==> config.mk <==
export PLATFORM = sky130hd
export DESIGN_NAME = stby_wake_ctrl
export DESIGN_NICKNAME = d
export VERILOG_FILES = /design/src/rtl/stby_pkg.sv /design/src/rtl/wake_qual.sv /design/src/rtl/settle_timer.sv /design/src/rtl/stby_wake_ctrl.sv
export SDC_FILE = /design/constraint.sdc
export NUM_CORES = 1
export LEC_CHECK = 0
export BUFFER_PORTS_ARGS = -buffer_cell sky130_fd_sc_hd__buf_2
export CORE_UTILIZATION = 40
export CTS_BUF_LIST = sky130_fd_sc_hd__clkbuf_2 sky130_fd_sc_hd__clkbuf_4 sky130_fd_sc_hd__clkbuf_8
export DETAILED_ROUTE_END_ITERATION = 7
export MAX_ROUTING_LAYER = met4
export PLACE_DENSITY = 0.66
export SETUP_SLACK_MARGIN = 0.05
export SYNTH_ARGS = -nofsm -noshare
export SYNTH_HDL_FRONTEND = slang
export SYNTH_SLANG_ARGS = --single-unit
==> constraint.sdc <==
create_clock -name clk -period 1.9 [get_ports clk]
set_clock_uncertainty 0.1 [all_clocks]
set_input_delay 0.57 -clock clk [delete_from_list [all_inputs] [get_ports clk]]
set_output_delay 0.57 -clock clk [all_outputs]
set_load 0.01 [all_outputs]
==> src/rtl/stby_pkg.sv <==
package stby_pkg;
  typedef enum logic [1:0] {ST_RUN, ST_STANDBY, ST_SETTLE, ST_RESUME} pm_state_t;

  localparam logic [7:0] CODE_NMI       = 8'h01;
  localparam logic [7:0] CODE_IRL_BASE  = 8'h10;
  localparam logic [7:0] CODE_IRQ_BASE  = 8'h20;
  localparam logic [7:0] CODE_GPIO_BASE = 8'h40;

  localparam logic [1:0] STAT_RUN   = 2'b00;
  localparam logic [1:0] STAT_SLEEP = 2'b01;
endpackage

==> src/rtl/wake_qual.sv <==
module wake_qual #(
  parameter int IRL_W = 4,
  parameter int IRQ_N = 8,
  parameter logic [IRQ_N-1:0] IRQ_WAKE_MASK = 8'h30,
  parameter int GPIO_N = 4
) (
  input  logic              nmi,
  input  logic [IRL_W-1:0]  irl,
  input  logic [IRQ_N-1:0]  irq,
  input  logic [GPIO_N-1:0] gpio_irq,
  output logic              hit,
  output logic [7:0]        code
);
  import stby_pkg::*;

  // Later assignments override earlier ones, so the lowest priority is written first.
  always_comb begin
    hit  = 1'b0;
    code = '0;
    for (int g = GPIO_N - 1; g >= 0; g--) begin
      if (gpio_irq[g]) begin
        hit  = 1'b1;
        code = CODE_GPIO_BASE | 8'(g);
      end
    end
    for (int q = IRQ_N - 1; q >= 0; q--) begin
      if (irq[q] && IRQ_WAKE_MASK[q]) begin
        hit  = 1'b1;
        code = CODE_IRQ_BASE | 8'(q);
      end
    end
    if (irl != '0) begin
      hit  = 1'b1;
      code = CODE_IRL_BASE | 8'(irl);
    end
    if (nmi) begin
      hit  = 1'b1;
      code = CODE_NMI;
    end
  end
endmodule

==> src/rtl/settle_timer.sv <==
module settle_timer #(
  parameter int CNT_W = 8
) (
  input  logic             clk,
  input  logic             rst,
  input  logic             start,
  input  logic             run,
  input  logic [CNT_W-1:0] limit,
  output logic             done
);
  logic [CNT_W-1:0] cnt;

  assign done = run && (cnt == limit);

  always_ff @(posedge clk) begin
    if (rst) begin
      cnt <= '0;
    end else if (start) begin
      cnt <= '0;
    end else if (run && !done) begin
      cnt <= cnt + 1'b1;
    end
  end

  // the count never passes the limit while settling.
  a_r5_cnt_in_range: assert property (@(posedge clk) disable iff (rst)
    run |-> (cnt <= limit));
endmodule

==> src/rtl/stby_wake_ctrl.sv <==
module stby_wake_ctrl #(
  parameter int CNT_W = 8,
  parameter int IRL_W = 4,
  parameter int IRQ_N = 8,
  parameter logic [IRQ_N-1:0] IRQ_WAKE_MASK = 8'h30,
  parameter int GPIO_N = 4,
  parameter int SETTLE_DEF = 15
) (
  input  logic              clk,
  input  logic              rst,
  input  logic              man_rst,
  input  logic              sleep_req,
  input  logic              cfg_we,
  input  logic [CNT_W-1:0]  cfg_limit,
  input  logic              nmi,
  input  logic [IRL_W-1:0]  irl,
  input  logic [IRQ_N-1:0]  irq,
  input  logic [GPIO_N-1:0] gpio_irq,
  output logic              core_clk_en,
  output logic [1:0]        status,
  output logic              int_req,
  output logic [7:0]        evt_code
);
  import stby_pkg::*;

  localparam logic [CNT_W-1:0] LIMIT_RST = CNT_W'(SETTLE_DEF);

  pm_state_t        state_q, state_n;
  logic [CNT_W-1:0] limit_q;
  logic             wake_hit, settle_done, timer_rst, timer_start;
  logic [7:0]       wake_code;

  wake_qual #(
    .IRL_W(IRL_W), .IRQ_N(IRQ_N), .IRQ_WAKE_MASK(IRQ_WAKE_MASK), .GPIO_N(GPIO_N)
  ) u_qual (
    .nmi(nmi), .irl(irl), .irq(irq), .gpio_irq(gpio_irq),
    .hit(wake_hit), .code(wake_code)
  );

  assign timer_rst   = rst || man_rst;
  assign timer_start = (state_q == ST_STANDBY) && wake_hit;

  settle_timer #(.CNT_W(CNT_W)) u_timer (
    .clk(clk), .rst(timer_rst), .start(timer_start),
    .run(state_q == ST_SETTLE), .limit(limit_q), .done(settle_done)
  );

  always_comb begin
    state_n = state_q;
    unique case (state_q)
      ST_RUN:     if (sleep_req)   state_n = ST_STANDBY;
      ST_STANDBY: if (wake_hit)    state_n = ST_SETTLE;
      ST_SETTLE:  if (settle_done) state_n = ST_RESUME;
      ST_RESUME:                   state_n = ST_RUN;
      default:                     state_n = ST_RUN;
    endcase
  end

  always_ff @(posedge clk) begin
    if (rst || man_rst) begin
      state_q     <= ST_RUN;
      status      <= STAT_RUN;
      core_clk_en <= 1'b1;
      int_req     <= 1'b0;
    end else begin
      state_q     <= state_n;
      status      <= (state_n == ST_STANDBY || state_n == ST_SETTLE) ? STAT_SLEEP : STAT_RUN;
      core_clk_en <= (state_n == ST_RUN || state_n == ST_RESUME);
      int_req     <= (state_n == ST_RESUME);
    end
  end

  always_ff @(posedge clk) begin
    if (rst) begin
      limit_q  <= LIMIT_RST;
      evt_code <= '0;
    end else begin
      if (cfg_we && state_q == ST_RUN && !man_rst) limit_q <= cfg_limit;
      if (timer_start && !man_rst) evt_code <= wake_code;
    end
  end

  // a sleep request in run gates the clock after one edge.
  a_r2_enter_standby: assert property (@(posedge clk) disable iff (rst)
    (state_q == ST_RUN && sleep_req && !man_rst) |=> (status == STAT_SLEEP && !core_clk_en));

  // the exception strobe is a single cycle wide.
  a_r5_strobe_single: assert property (@(posedge clk) disable iff (rst)
    int_req |=> !int_req);

  // a qualified wake always carries a nonzero source code.
  a_r6_code_nonzero: assert property (@(posedge clk) disable iff (rst)
    wake_hit |-> (wake_code != 8'h00));

  // the code is held through settling.
  a_r7_code_hold: assert property (@(posedge clk) disable iff (rst)
    (state_q == ST_SETTLE) |=> $stable(evt_code));

  // the limit cannot change outside run.
  a_r8_limit_hold: assert property (@(posedge clk) disable iff (rst)
    (state_q != ST_RUN) |=> $stable(limit_q));

  // a manual reset lands in run with no strobe.
  a_r9_man_reset: assert property (@(posedge clk) disable iff (rst)
    man_rst |=> (status == STAT_RUN && core_clk_en && !int_req));
endmodule

Yosys cells after proc, flatten, opt, wreduce, memory -nomap -nowiden
Index checks and enable logic that the tools add are counted.
{ "classes": {"mux": 21, "eq_ne": 7, "n_reduce_logical": 15, "n_addsub": 1} }
{ "op_table": {"columns": ["operator", "count"], "rows": [
  ["$mux W8", 7],
  ["$mux W1", 9],
  ["$add A8 B1 Y8 const B", 1],
  ["$eq A2 B2 Y1 const B", 4],
  ["$eq A8 B8 Y1", 1],
  ["$pmux W2 S4", 1],
  ["$mux W7", 1],
  ["$logic_and A1 B1 Y1", 6],
  ["$mux W2", 3],
  ["$eq A2 B1 Y1 const B", 2],
  ["$logic_not A2 Y1", 2],
  ["$reduce_bool A4 Y1", 1],
  ["$logic_or A1 B1 Y1", 3],
  ["$logic_not A1 Y1", 2],
  ["$reduce_or A2 Y1", 1]
]} }
{ "word_totals": {"out_inout_bits": 12, "reg_bits": 30, "in_bits": 30, "elab_cells": 51} }

Depth between registers and ports, before layout
{ "logic_depth": {"ltp_word": 13, "mapped_depth": 7, "ltp_nobuf": 7} }

Modules after synthesis
A second synthesis with hierarchy kept.
{ "hier_totals": {"hier_cells": 161, "area_unflattened_um2": 1428.9} }
{ "by_module_without_submodules": {"columns": ["mod", "area_each_um2", "seq_area_each_um2", "cells_each", "n_inst"], "rows": [
  ["stby_wake_ctrl", 815.8, 420.4, 81, 1],
  ["settle_timer", 479.2, 160.2, 55, 1],
  ["wake_qual", 133.9, 0.0, 25, 1]
]} }

Least setup slack after synthesis
OpenSTA, ideal clock, no wires.
{ "synth_path": {"path_kind": "input to register", "start": "input gpio_irq[2]", "end": "register status[0]", "setup_slack_ns": -0.071, "path_stages": 6, "t_arrival_ns": 1.752, "setup_time_ns": 0.119, "required_ns": 1.681, "path_buffers": 1, "cell_sequence": "nor4_4 -> a311o_1 -> buf_4 -> nand2_1 -> ha_1 -> and2_1"} }
{ "synth_via": {"elab_chain_cells": 12, "elab_cells_between_ends": 13, "cone_classes": "eq/ne (2); mux (10); reduce/logical (1)"} }
{ "synth_rtl": {"columns": ["element", "line_no", "rtl"], "rows": [
  ["from (decl)", "stby_wake_ctrl.sv:18", "input logic [GPIO_N-1:0] gpio_irq,"],
  ["$mux W1 (*) (3 in a row)", "wake_qual.sv:21", "if (gpio_irq[g]) begin"],
  ["$mux W1 (*) (2 in a row)", "wake_qual.sv:27", "if (irq[q] && IRQ_WAKE_MASK[q]) begin"],
  ["$mux W1 (*)", "wake_qual.sv:32", "if (irl != '0) begin"],
  ["$mux W1 (*)", "wake_qual.sv:36", "if (nmi) begin"],
  ["$mux W2 (*)", "stby_wake_ctrl.sv:52", "ST_STANDBY: if (wake_hit) state_n = ST_SETTLE;"],
  ["$pmux W2 S4 (*)", "stby_wake_ctrl.sv:50", "unique case (state_q)"],
  ["via state_n[1]", "stby_wake_ctrl.sv:28", "pm_state_t state_q, state_n;"],
  ["$eq A2 B1 Y1 or $eq A2 B2 Y1 (tied branches)", "stby_wake_ctrl.sv:67", "status <= (state_n == ST_STANDBY || state_n == ST_SETTLE) ? STAT_SLEEP : STAT_RUN;"],
  ["$logic_or A1 B1 Y1 (*)", "stby_wake_ctrl.sv:67", null],
  ["$mux W1 (*)", "stby_wake_ctrl.sv:67", null],
  ["to (signal assigned)", "stby_wake_ctrl.sv:67", null],
  ["to (decl)", "stby_wake_ctrl.sv:20", "output logic [1:0] status,"]
]} }
Mark *: on every way through the listed nets, which the timed path passes. The rest lies on a longest branch.
A chain may end at the register's enable or synchronous reset.

Worst setup path in the final report
{ "layout_path": {"start": "register u_timer.cnt[4]", "end": "register status[0]"} }
{ "layout_via": {"elab_chain_cells": 7, "elab_cells_between_ends": 8, "cone_classes": "eq/ne (3); mux (3); reduce/logical (2)"} }
{ "layout_rtl": {"columns": ["element", "line_no", "rtl"], "rows": [
  ["from (decl)", "settle_timer.sv:11", "logic [CNT_W-1:0] cnt;"],
  ["from (signal assigned)", "settle_timer.sv:21", "cnt <= cnt + 1'b1;"],
  ["$eq A8 B8 Y1 (*)", "settle_timer.sv:13", "assign done = run && (cnt == limit);"],
  ["$logic_and A1 B1 Y1 (*)", "settle_timer.sv:13", null],
  ["$mux W2 (*)", "stby_wake_ctrl.sv:53", "ST_SETTLE: if (settle_done) state_n = ST_RESUME;"],
  ["$pmux W2 S4 (*)", "stby_wake_ctrl.sv:50", null],
  ["$eq A2 B1 Y1 or $eq A2 B2 Y1 (tied branches)", "stby_wake_ctrl.sv:67", null],
  ["$logic_or A1 B1 Y1 (*)", "stby_wake_ctrl.sv:67", null],
  ["$mux W1 (*)", "stby_wake_ctrl.sv:67", null]
]} }
Every way passes the cells marked *; elsewhere a longest branch is shown, timed or not.

==> impl_metrics.yaml <==
run_status:
  outcome: "completed"
pwr:
  internal-power_mw: 0.973
  p_sw_mw: 0.289
  combPwrFrac_pct: 14.0
  cellPowerDensity_nw_per_um2: 660
  peakVddDrop_mv: 0.276
  p_clk_share_pct: 36.9
  seqPwrFrac_pct: 49.0
  power.leakage_nw: 0.776
  switching_share_pct: 22.9
detailed_routing:
  viasPerCell: 5.23
  vias: 1324
  wl_mm: 3.20
  route.detailed.drc: 0
  wire_per_inst_um: 12.7
  ant_nets: 0
  drt-pass1-iter-count: 4
  drt_iter0_drc: 64
clocking:
  clkLatencyLatePin_ps: 270
  cts_max_level: 1
  cts_made_buffers: 3
  cts_hold_buf: 0
  clockRootBuffer: "clkbuf_8"
  cts.sinks: 28
  cts_tree: "built"
  cts_max_path_buffers: 2
  clkTransAtPathRegs_ps: 90
layout:
  antenna_cells: 0
  syn_to_final_growth_pct: 27.6
  final_cell_area_um2: 1910
  final_nets: 240
  layout-drive-gt1-share_pct: 34.3
timing:
  layout_min_cycle_time_ps: 1780
  holdWs_ps: 382
  final-setup-viol-count: 0
  rsz0062_at_grt: "false"
  setup_slack_ps: 117
  finalCritPeriodShare_pct: 93.9
  slew_violations: 0
  clock.fmax_ghz: 0.561
  hold_viol_final: 0
global_route:
  grt_busiest_layer: "met2"
  grtUsageMet3_pct: 2.54
  antenna_found_initial: 0
  gr-usage-met2_pct: 30.0
  met1_usage_pct: 19.3
  grt_pass1_wl_mm: 5.26
  grtUsageTotal_pct: 16.8
  grt_max_degree: 17
  grt_pass1_vias: 1234
  gr-total-overflow: 0
logic_synthesis:
  ys_ff_latch: 28
  yosysSeqAreaShare_pct: 37.4
  async_flop_share_pct: 0
  syn_inst: 157
  syn-cell-area_um2: 1500
  synth_enable_flop_cells: 0
  syn_avg_cell_area_um2: 9.54
  ys_types: 40
  synth_warnings: 0
  ys.flop_type: "dfxtp_1"
setup_path:
  path_delay_family: "simple AND/OR/NAND/NOR gates"
  critical-path-max-stage-delay_ps: 360
  end_kind: "flop"
  worstPathRequired_ps: 1970
  crit_arrival_ps: 1850
  path_cells: "xor2_1 -> nor4_4 -> nand3_2 -> a21oi_2 -> ha_1 -> and2_1"
  startpoint_type: "flop"
  crit_buf_inv: 0
  path_max_fanout: 5
  cp_slowest_cell: "dfxtp_2"
  critPathKind: "flop to flop"
floorplanning:
  core_um2: 3470
  row_count: 21
  initial_core_util_pct: 43.2
  die_h_um: 63.2
  die_w_um: 63.2
  boundaryPins: 42
  dieArea_um2: 3990
worst_hold_path:
  holdCritPathClass: "flop to flop"
placement:
  port_buffers: 33
  place_area_um2: 1830
  place_congestion: 0.861
  pre_cts_slack_ps: -191
  hpwl_mm: 2.52
run:
  cap_viol_max_count: 0
timing repair:
action | 4_1_cts | 5_1_grt
resized for setup | 0 | 3
setup endpoints to repair | 0 | 3
buffers inserted | 0 | 1
cells by family (layout without fill, tap and decap cells):
family                   after synthesis  in the layout  share of synthesized area, %
AO/OA/AOI/OAI                         29             29                          14.7
XOR/XNOR                               8              8                          4.68
adder cells (fa/ha/maj)                2              2                          1.67
buffers and inverters                 13             62                          4.43
flip-flops                            28             28                          37.4
multiplexers                          12             12                          8.02
other                                  1              2                         0.250
AND/OR/NAND/NOR                       64             64                          28.8
per-stage QoR:
step                util, %  total power, mW  setup TNS, ps  std cells
finish                 55.1             1.26              0        253
global placement       52.6            0.802           -913        248
global route           55.1             1.32              0        253
CTS                    54.7             1.27              0        252
detailed placement     52.6            0.809          -1210        248
floorplan                 -            0.733          -84.7        158
worst paths after layout:
kind / startpoint / endpoint / slack, ps / cells past startpoint
max: u_timer.cnt[4]$_SDFFE_PP0P_ / status[0]$_SDFF_PP0_ / 120 / 6
min: evt_code[3]$_SDFFE_PP0P_ / evt_code[3]$_SDFFE_PP0P_ / 380 / 2
min reg2reg: evt_code[3]$_SDFFE_PP0P_ / evt_code[3]$_SDFFE_PP0P_ / 380 / 2
max reg2reg: u_timer.cnt[4]$_SDFFE_PP0P_ / status[0]$_SDFF_PP0_ / 120 / 6
cell type report:
| type | instances | area (um2) |
|---|---|---|
| well taps | 46 | 57.6 |
| flip-flops and latches | 28 | 563 |
| clock inverters | 1 | 30.0 |
| repair buffers | 54 | 323 |
| inverters | 4 | 15.0 |
| fillers | 321 | 1560 |
| clock buffers | 3 | 41.3 |
| multi-input cells | 117 | 881 |
synth_stat cells (2+ instances only):
library cell,count,area [um2]
a211o_1,4,35.0
a211oi_1,5,37.5
a21oi_1,10,50.1
and2_1,3,18.8
buf_2,2,10.0
buf_4,4,30.0
clkbuf_1,3,11.3
dfxtp_1,28,561
ha_1,2,25.0
inv_1,4,15.0
mux2i_1,12,120
nand2_1,6,22.5
nand2b_1,3,18.8
nand3_1,13,65.1
nand3b_1,7,52.6
nor2_1,11,41.3
nor2b_1,5,31.3
nor3_1,2,10.0
nor4_4,4,85.1
or3_1,2,12.5
xor2_1,8,70.1
cell usage in the layout (no fill, tap or decap), drive strengths merged, types with 2 or more instances in the layout:
cell    count
buf        54
dfxtp      28
nand3      14
mux2i      12
nor2       11
a21oi      10
xor2        8
nand3b      7
nand2       6
nor2b       5
a211oi      5
inv         4
nor4        4
a211o       4
nand2b      3
and2        3
clkbuf      3
nor3        3
or3         2
ha          2
conb        2
a31oi       2
sequential cells by signal (all words and copies together), names as in the netlist:
name / cells
status: 1
evt_code: 7
u_timer.cnt: 8
state_q: 2
limit_q: 8
core_clk_en: 1
int_req: 1
power groups by stage:
stage          registers, mW  logic [mW]  clock network [mW]
6_report               0.619       0.177               0.466
5_1_grt                0.622       0.196               0.506
4_1_cts                0.619       0.177               0.479
3_5_place_dp           0.633       0.177                   0
3_3_place_gp           0.632       0.170                   0
2_1_floorplan          0.634      0.0994                   0
per-layer routing:
layer  part of all wire, %  wire length, um
met1                    44             1410
met2                    51             1630
met3                   3.8              123
met4                   1.1               34
met5                     0                0
tightest hold or removal path: stages (launching register included):
cell and delay (ps):
dfxtp_1 330, nand2b_1 60, a21oi_1 50
No activity file was read; power rests on OpenSTA's default activity.
